<file path="config.mk">
export PLATFORM = sky130hd
export DESIGN_NAME = reg_file_cg
export DESIGN_NICKNAME = d
export VERILOG_FILES = /design/src/rtl/reg_file_pkg.sv /design/src/rtl/rf_const_gen.sv /design/src/rtl/rf_sp_step.sv /design/src/rtl/rf_bank.sv /design/src/rtl/reg_file_cg.sv
export SDC_FILE = /design/constraint.sdc
export NUM_CORES = 1
export LEC_CHECK = 0
export BUFFER_PORTS_ARGS = -buffer_cell sky130_fd_sc_hd__buf_2
export CAP_MARGIN = 20
export CORE_MARGIN = 5
export CORE_UTILIZATION = 54
export DETAILED_ROUTE_END_ITERATION = 16
export GPL_ROUTABILITY_DRIVEN = 0
export PLACE_DENSITY = 0.73
export SLEW_MARGIN = 20
export SYNTH_ARGS = -nofsm -noshare
export SYNTH_HDL_FRONTEND = slang
export SYNTH_SLANG_ARGS = --single-unit
export TNS_END_PERCENT = 20
</file>
<file path="constraint.sdc">
create_clock -name clk_i -period 5.79 [get_ports clk_i]
set_clock_uncertainty 0.2 [all_clocks]
set_input_delay 0.579 -clock clk_i [delete_from_list [all_inputs] [get_ports clk_i]]
set_output_delay 0.579 -clock clk_i [all_outputs]
set_load 0.02 [all_outputs]
</file>
<file path="src/rtl/reg_file_pkg.sv">
package reg_file_pkg;
  localparam int unsigned PC_IDX = 0;
  localparam int unsigned SP_IDX = 1;
  localparam int unsigned SR_IDX = 2;
  localparam int unsigned CG_IDX = 3;

  typedef enum logic [1:0] {
    AM_REG  = 2'd0,
    AM_IDX  = 2'd1,
    AM_IND  = 2'd2,
    AM_INCR = 2'd3
  } addr_mode_e;
endpackage

</file>
<file path="src/rtl/rf_const_gen.sv">
module rf_const_gen
  import reg_file_pkg::*;
#(
  parameter int unsigned DATA_W = 16,
  parameter int unsigned ADDR_W = 4
) (
  input  logic [ADDR_W-1:0] addr_i,
  input  addr_mode_e        mode_i,
  input  logic [DATA_W-1:0] raw_i,
  output logic [DATA_W-1:0] data_o
);
  always_comb begin
    data_o = raw_i;
    if (addr_i == ADDR_W'(CG_IDX)) begin
      unique case (mode_i)
        AM_REG:  data_o = '0;
        AM_IDX:  data_o = DATA_W'(1);
        AM_IND:  data_o = DATA_W'(2);
        AM_INCR: data_o = '1;
        default: data_o = '0;
      endcase
    end else if (addr_i == ADDR_W'(SR_IDX)) begin
      unique case (mode_i)
        AM_REG:  data_o = raw_i;
        AM_IDX:  data_o = '0;
        AM_IND:  data_o = DATA_W'(4);
        AM_INCR: data_o = DATA_W'(8);
        default: data_o = raw_i;
      endcase
    end
  end
endmodule

</file>
<file path="src/rtl/rf_sp_step.sv">
module rf_sp_step #(
  parameter int unsigned DATA_W = 16
) (
  input  logic [DATA_W-1:0] sp_q_i,
  input  logic              push_i,
  input  logic              pop_i,
  input  logic              wr_sp_i,
  input  logic [DATA_W-1:0] wr_data_i,
  output logic              sp_we_o,
  output logic [DATA_W-1:0] sp_d_o
);
  localparam logic [DATA_W-1:0] WORD_STEP = DATA_W'(2);

  always_comb begin
    sp_we_o = wr_sp_i || (push_i ^ pop_i);
    if (wr_sp_i)     sp_d_o = wr_data_i;
    else if (push_i) sp_d_o = sp_q_i - WORD_STEP;
    else             sp_d_o = sp_q_i + WORD_STEP;
  end
endmodule

</file>
<file path="src/rtl/rf_bank.sv">
module rf_bank
  import reg_file_pkg::*;
#(
  parameter int unsigned DATA_W   = 16,
  parameter int unsigned NUM_REGS = 16,
  parameter int unsigned ADDR_W   = 4
) (
  input  logic                             clk_i,
  input  logic                             rst_ni,
  input  logic                             wr_en_i,
  input  logic [ADDR_W-1:0]                wr_addr_i,
  input  logic [DATA_W-1:0]                wr_data_i,
  input  logic                             sp_we_i,
  input  logic [DATA_W-1:0]                sp_d_i,
  output logic [NUM_REGS-1:0][DATA_W-1:0]  regs_o
);
  localparam logic [DATA_W-1:0] EVEN_MASK = {{(DATA_W-1){1'b1}}, 1'b0};

  for (genvar i = 0; i < NUM_REGS; i++) begin : g_reg
    if (i == CG_IDX) begin : g_const
      assign regs_o[i] = '0;
    end else if (i == SP_IDX) begin : g_sp
      logic [DATA_W-1:0] q;
      always_ff @(posedge clk_i or negedge rst_ni) begin
        if (!rst_ni)      q <= '0;
        else if (sp_we_i) q <= sp_d_i & EVEN_MASK;
      end
      assign regs_o[i] = q;
    end else begin : g_plain
      localparam logic [DATA_W-1:0] MASK = (i == PC_IDX) ? EVEN_MASK : '1;
      logic [DATA_W-1:0] q;
      logic              we;
      assign we = wr_en_i && (wr_addr_i == ADDR_W'(i));
      always_ff @(posedge clk_i or negedge rst_ni) begin
        if (!rst_ni) q <= '0;
        else if (we) q <= wr_data_i & MASK;
      end
      assign regs_o[i] = q;
    end
  end
endmodule

</file>
<file path="src/rtl/reg_file_cg.sv">
module reg_file_cg
  import reg_file_pkg::*;
#(
  parameter int unsigned DATA_W   = 16,
  parameter int unsigned NUM_REGS = 16,
  localparam int unsigned ADDR_W  = $clog2(NUM_REGS)
) (
  input  logic              clk_i,
  input  logic              rst_ni,
  input  logic [ADDR_W-1:0] src_addr_i,
  input  logic [1:0]        src_mode_i,
  output logic [DATA_W-1:0] src_data_o,
  input  logic [ADDR_W-1:0] dst_addr_i,
  output logic [DATA_W-1:0] dst_data_o,
  input  logic              wr_en_i,
  input  logic [ADDR_W-1:0] wr_addr_i,
  input  logic [DATA_W-1:0] wr_data_i,
  input  logic              sp_push_i,
  input  logic              sp_pop_i,
  output logic [DATA_W-1:0] pc_o,
  output logic [DATA_W-1:0] sp_o
);
  localparam logic [DATA_W-1:0] EVEN_MASK = {{(DATA_W-1){1'b1}}, 1'b0};

  logic [NUM_REGS-1:0][DATA_W-1:0] regs;
  logic                            wr_sp, sp_we;
  logic [DATA_W-1:0]               sp_d;

  assign wr_sp = wr_en_i && (wr_addr_i == ADDR_W'(SP_IDX));

  rf_sp_step #(.DATA_W(DATA_W)) u_sp_step (
    .sp_q_i    (regs[SP_IDX]),
    .push_i    (sp_push_i),
    .pop_i     (sp_pop_i),
    .wr_sp_i   (wr_sp),
    .wr_data_i (wr_data_i),
    .sp_we_o   (sp_we),
    .sp_d_o    (sp_d)
  );

  rf_bank #(.DATA_W(DATA_W), .NUM_REGS(NUM_REGS), .ADDR_W(ADDR_W)) u_bank (
    .clk_i     (clk_i),
    .rst_ni    (rst_ni),
    .wr_en_i   (wr_en_i),
    .wr_addr_i (wr_addr_i),
    .wr_data_i (wr_data_i),
    .sp_we_i   (sp_we),
    .sp_d_i    (sp_d),
    .regs_o    (regs)
  );

  rf_const_gen #(.DATA_W(DATA_W), .ADDR_W(ADDR_W)) u_cg (
    .addr_i (src_addr_i),
    .mode_i (addr_mode_e'(src_mode_i)),
    .raw_i  (regs[src_addr_i]),
    .data_o (src_data_o)
  );

  assign dst_data_o = regs[dst_addr_i];
  assign pc_o       = regs[PC_IDX];
  assign sp_o       = regs[SP_IDX];

  assert_pc_even_R3: assert property (@(posedge clk_i) disable iff (!rst_ni)
    (wr_en_i && wr_addr_i == ADDR_W'(PC_IDX)) |=> pc_o == ($past(wr_data_i) & EVEN_MASK));

  assert_sp_write_wins_R9: assert property (@(posedge clk_i) disable iff (!rst_ni)
    wr_sp |=> sp_o == ($past(wr_data_i) & EVEN_MASK));

  assert_sp_push_R8: assert property (@(posedge clk_i) disable iff (!rst_ni)
    (sp_push_i && !sp_pop_i && !wr_sp) |=> sp_o == $past(sp_o) - DATA_W'(2));

  assert_sp_pop_R8: assert property (@(posedge clk_i) disable iff (!rst_ni)
    (sp_pop_i && !sp_push_i && !wr_sp) |=> sp_o == $past(sp_o) + DATA_W'(2));

  assert_sp_hold_R8: assert property (@(posedge clk_i) disable iff (!rst_ni)
    (sp_pop_i && sp_push_i && !wr_sp) |=> $stable(sp_o));

  assert_r3_zero_R7: assert property (@(posedge clk_i) disable iff (!rst_ni)
    (src_addr_i == ADDR_W'(CG_IDX) && src_mode_i == AM_REG) |-> src_data_o == '0);

  assert_sr_pass_R6: assert property (@(posedge clk_i) disable iff (!rst_ni)
    (src_addr_i == ADDR_W'(SR_IDX) && src_mode_i == AM_REG && dst_addr_i == ADDR_W'(SR_IDX))
      |-> src_data_o == dst_data_o);
endmodule

</file>
# Yosys cells after proc, flatten, opt, wreduce, memory -nomap -nowiden
# Index checks and enable logic that the tools add are counted.
totals:
  ff_bits: 238
  in_bits: 35
  output_inout_bits: 64
  wordCells: 67
op_classes:
  magnitude_cmp: 2
  bitwise_logic: 1
  n_reduce_logical: 18
  eq_ne: 19
  muxes: 10
  addsub: 2
ops:
  columns: ["operator", "n"]
  rows:
  - ["16-bit binary-select mux with 4-bit select", 2]
  - ["16-bit one-hot mux with 4 select lines", 2]
  - ["16-bit two-way mux", 6]
  - ["4-bit equality test (second input constant)", 8]
  - ["16-bit by 2-bit adder with 16-bit output (second input constant)", 1]
  - ["4-bit by 3-bit equality test with 1-bit output (second input constant)", 4]
  - ["16-bit by 2-bit subtractor with 16-bit output (second input constant)", 1]
  - ["1-bit logical AND", 15]
  - ["4-bit by 2-bit equality test with 1-bit output (second input constant)", 3]
  - ["4-bit by 5-bit less-than comparator with 1-bit output (second input constant)", 2]
  - ["2-bit equality test (second input constant)", 2]
  - ["4-bit by 1-bit equality test with 1-bit output (second input constant)", 1]
  - ["4-bit logical NOT", 1]
  - ["2-bit by 1-bit equality test with 1-bit output (second input constant)", 1]
  - ["2-bit logical NOT", 1]
  - ["1-bit logical OR", 1]
  - ["1-bit bitwise XOR", 1]

# Depth between registers and ports, before layout
logic_depth:
  word_depth: 5
  depth_mapped: 8
  depth_no_buf: 7

# Hierarchy
# A second synthesis with hierarchy kept.
hier_totals:
  cells_unflattened: 980
  hier_area_um2: 14282.4
modules_own_cells:
  columns: ["mod", "area_each_um2", "instances", "cells_per_inst", "seq_area_each_um2"]
  rows:
  - ["rf_bank", 9245.1, 1, 553, 5955.7]
  - ["reg_file_cg", 3928.8, 1, 276, 0.0]
  - ["rf_sp_step", 902.1, 1, 127, 0.0]
  - ["rf_const_gen", 206.4, 1, 24, 0.0]

# Worst setup path before layout
# Ideal clock, no wire load.
synth_path:
  path_type: "input -> output"
  startpoint: "input src_addr_i[2]"
  endpoint: "output src_data_o[12]"
  required_ns: 5.011
  setup_slack_ns: 2.859
  path_stages: 8
  arrival_ns: 2.152
  n_path_buf: 3
  path_cell_list: "buf_2 > nor3b_1 > buf_2 > buf_2 > a22oi_1 > o211ai_1 > a21oi_1 > o21ai_0"
synth_between:
  elab_chain_cells: 5
  word_cells_on_any_way: 7
  classes_between: "2 x eq/ne; 5 x mux"
synth_lines:
  columns: ["item", "line", "text"]
  rows:
  - ["from (decl)", "reg_file_cg.sv:10", "input logic [ADDR_W-1:0] src_addr_i,"]
  - ["16-bit binary-select mux with 4-bit select", "reg_file_cg.sv:55", ".raw_i (regs[src_addr_i]),"]
  - ["16-bit two-way mux (not written as such)", "reg_file_cg.sv:55", null]
  - ["16-bit one-hot mux with 4 select lines", "rf_const_gen.sv:23", "unique case (mode_i)"]
  - ["16-bit two-way mux", "rf_const_gen.sv:22", "end else if (addr_i == ADDR_W'(SR_IDX)) begin"]
  - ["16-bit two-way mux (*)", "rf_const_gen.sv:14", "if (addr_i == ADDR_W'(CG_IDX)) begin"]
  - ["to (decl)", "reg_file_cg.sv:12", "output logic [DATA_W-1:0] src_data_o,"]
# Every way passes the cells marked *; elsewhere a longest branch is shown, timed or not. The select of a mux whose other input is x is not followed.

# Final worst setup path
layout_path:
  startpoint: "input src_addr_i[1]"
  endpoint: "output src_data_o[2]"
# Same word-level chain as after synthesis.

==> results.toml <==
[route]
wl_um = 36760
ant_nets = 0
drc = 0
vias_per_cell = 6.627
drt-pass1-iter-count = 5
vias = 9728
drtIter0Drc = 1084
routedWlPerCell_um = 25.04

[pwr]
vdd_drop_max_uv = 269.1
p_sw_share_pct = 33.45
clkPwrFrac_pct = 25.7
pwr-share-seq_pct = 41.6
p_int_mw = 3.947
finalPower_mw = 5.931
p_comb_share_pct = 32.6
p_switching_mw = 1.984
p_per_area_nw_per_um2 = 387.7
leakage_nw = 6.501

[floorplanning]
die_y_um = 171.2
dieArea_um2 = 29320
io_pins = 99
rows = 59
start_util_pct = 54.34
core_area_um2 = 25840
fp.dieW_um = 171.2

[global_route]
antenna_found_initial = 1
global_route.usage.total_pct = 25.20
grt_pass1_wl_um = 57810
grt_max_degree = 136
grt_overflow = 0
grt_pass1_vias = 9764

[hold_path]
hold_class = "in -> reg"

[synthesis]
synthCells = 1094
synthDistinctLibCells = 59
ys_seq_area_share_pct = 42.42
ys_top_cells_by_area = "dfrtp_1 (42%), mux2_2 (20%), mux4_2 (14%)"
synth_xor_area_share_pct = 0.5614
yosys_most_used_dff = "dfrtp_1"
yosysTopAreaCellShare_pct = 42.42
synthArstFlopShare_pct = 100.0
synth-edff-count = 0
ys_ff_latch = 238
synthMuxAreaShare_pct = 38.41
synth_top_family_by_area = "multiplexers"
synth_compound_area_share_pct = 6.880
synth_adder_area_share_pct = 1.301
yosysWarnings = 0
synthSimpleGateAreaFrac_pct = 5.579
syn_avg_cell_area_um2 = 12.83
syn-cell-area_um2 = 14040
yosysTopAreaCell = "dfrtp_1"

[sta]
layout_min_cycle_time_ns = 3.874
tightest_slew_ns = 1.185
rsz0062_at_grt = "false"
fmax_ghz = 0.2581
setup_viol = 0
relSlewSlack_pct = 20.95
finalHoldViolations = 0
whs_ns = 0.2692
setup_tns_ns = 0
slew_viol_final = 0
period_share_pct = 66.91

[critical_path]
path_max_fanout = 33
crit_family = "buffers and inverters"
required_ns = 5.01
max_stage_delay_ns = 0.56
cp_slowest_cell = "buf_4"
critPathCaptureType = "output port"
crit_type = "in -> out"
cp.buffers_inverters = 3
crit_top_cell = "buf_2"
path_cells = "buf_2 -> buf_4 -> mux4_1 -> mux2_2 -> a22o_1 -> a311oi_1 -> o21ai_1 -> buf_2"
cp-start-kind = "primary input"
cp.arrival_ns = 3.09

[placed_design]
postPlaceCellArea_um2 = 14470
io_buffers = 96
dpl.hpwl_um = 24060

[finish]
fin_nets = 1164
fillers = 2035
drive_gt1_share_pct = 44.43
area_growth_pct = 8.947
final_area_um2 = 15300

[cts]
cts_made_buffers = 25
cts.repair.resized = 0
root_buffer = "clkbuf_16"
clk_latency_ns = 0.52
htree_levels = 1
cts_tree = "yes"
clockBufferDepth = 3
clock_sinks = 238
cts.clk_slew.worst_paths_ns = 0.06

[run]
drv_cap = 0

[run_status]
status = "complete, no violations"
cell usage after synthesis (11+ instances only):
cell type / number
nor2_1: 31
buf_2: 31
nand3_1: 22
a22oi_1: 12
o21ai_0: 56
clkbuf_1: 44
nand2_1: 67
dfrtp_1: 238
ha_1: 13
mux2i_1: 34
mux4_1: 11
mux2_2: 253
buf_4: 35
a21oi_1: 36
mux4_2: 85
o211ai_1: 15
worst paths after layout:
check,from,end,slack [ns],depth (start not counted)
max,src_addr_i[1],src_data_o[2],1.92,8
min reg2reg,u_bank.g_reg[10].g_plain.q[6],u_bank.g_reg[10].g_plain.q[6],0.33,1
min in group asynchronous,rst_ni,u_bank.g_reg[12].g_plain.q[15],0.30,2
max reg2reg,u_bank.g_reg[1].g_sp.q[1],u_bank.g_reg[1].g_sp.q[13],3.17,7
max in group asynchronous,rst_ni,u_bank.g_reg[15].g_plain.q[9],3.56,4
min,wr_data_i[7],u_bank.g_reg[1].g_sp.q[7],0.27,3
placed cells by master, fill, tap and decap left out, types with 3 or more instances in the layout:
cell type	count
buf_4	17
nor2_1	22
ha_1	13
nor3_1	8
a21oi_1	36
clkbuf_16	25
nand2b_1	8
mux2_2	253
mux4_1	11
clkbuf_1	7
o211ai_1	15
buf_2	93
mux4_2	85
dfrtp_1	238
o21a_1	4
nand3b_1	7
xnor2_1	4
nand2_1	67
a311oi_1	3
a31oi_1	6
mux2i_1	34
nor2_2	8
nand3_1	22
a21o_1	6
o21ai_0	56
or3_1	4
xor2_1	5
clkinv_2	3
a22oi_1	12
and3_1	4
clkbuf_8	6
metal layers:
metal	global-route usage, %	wire, µm	part of all wire [%]
met1	36.29	15620	43
met2	40.67	17740	48
met3	3.930	2651	7.2
met4	6.476	739	2.0
met5	0	0	0
kinds of logic (layout without fill, tap and decap cells):
logic type / count (synthesis) / count (layout)
flip-flops: 238 / 238
multiplexers: 383 / 383
AO/OA/AOI/OAI: 158 / 158
other: 1 / 3
XOR/XNOR: 9 / 9
buffers and inverters: 125 / 162
adder cells (fa/ha/maj): 14 / 14
AND/OR/NAND/NOR: 166 / 166
what timing repair did:
action,in CTS,in global routing
endpoints found under the hold margin,0,31
hold buffers,0,1
setup buffers,0,0
power by group through the flow:
stage	clock, mW	sequential [mW]	combinational, mW
after detailed placement	0	2.48	1.91
after CTS	1.55	2.45	1.93
final	1.53	2.47	1.94
after global routing	1.62	2.52	2.11
after global placement	0	2.46	1.87
after floorplan	0	2.33	1.58
flip-flops by register name, summed over array words and instances, names as in the netlist:
register,count
u_bank.g.g_plain.q,223
u_bank.g.g_sp.q,15
through the flow:
step | utilization (%) | cells | worst slack, ns
global placement | 55.92 | 1419 | 1.849
floorplan | - | 1095 | 2.859
finish | 59.20 | 1468 | 1.916
detailed placement | 56.01 | 1420 | 1.921
global route | 59.20 | 1468 | 1.724
CTS | 59.00 | 1464 | 1.914
worst min-delay path, stage by stage:
cell     delay [ns]
buf_2          0.19
nor2_1         0.13
a21oi_1        0.05
final cells by class:
| class | instances | area (µm²) | area share [%] |
|---|---|---|---|
| antenna | 1 | 2.502 | 0.01636 |
| clock buffer | 38 | 734.5 | 4.802 |
| clock inverter | 6 | 38.79 | 0.2536 |
| inverter | 2 | 7.507 | 0.04908 |
| multi-input combinational | 732 | 7446 | 48.68 |
| sequential | 238 | 5956 | 38.94 |
| tap | 335 | 419.2 | 2.740 |
| timing repair buffer | 116 | 691.9 | 4.524 |
(Power assumes the default switching activity.)
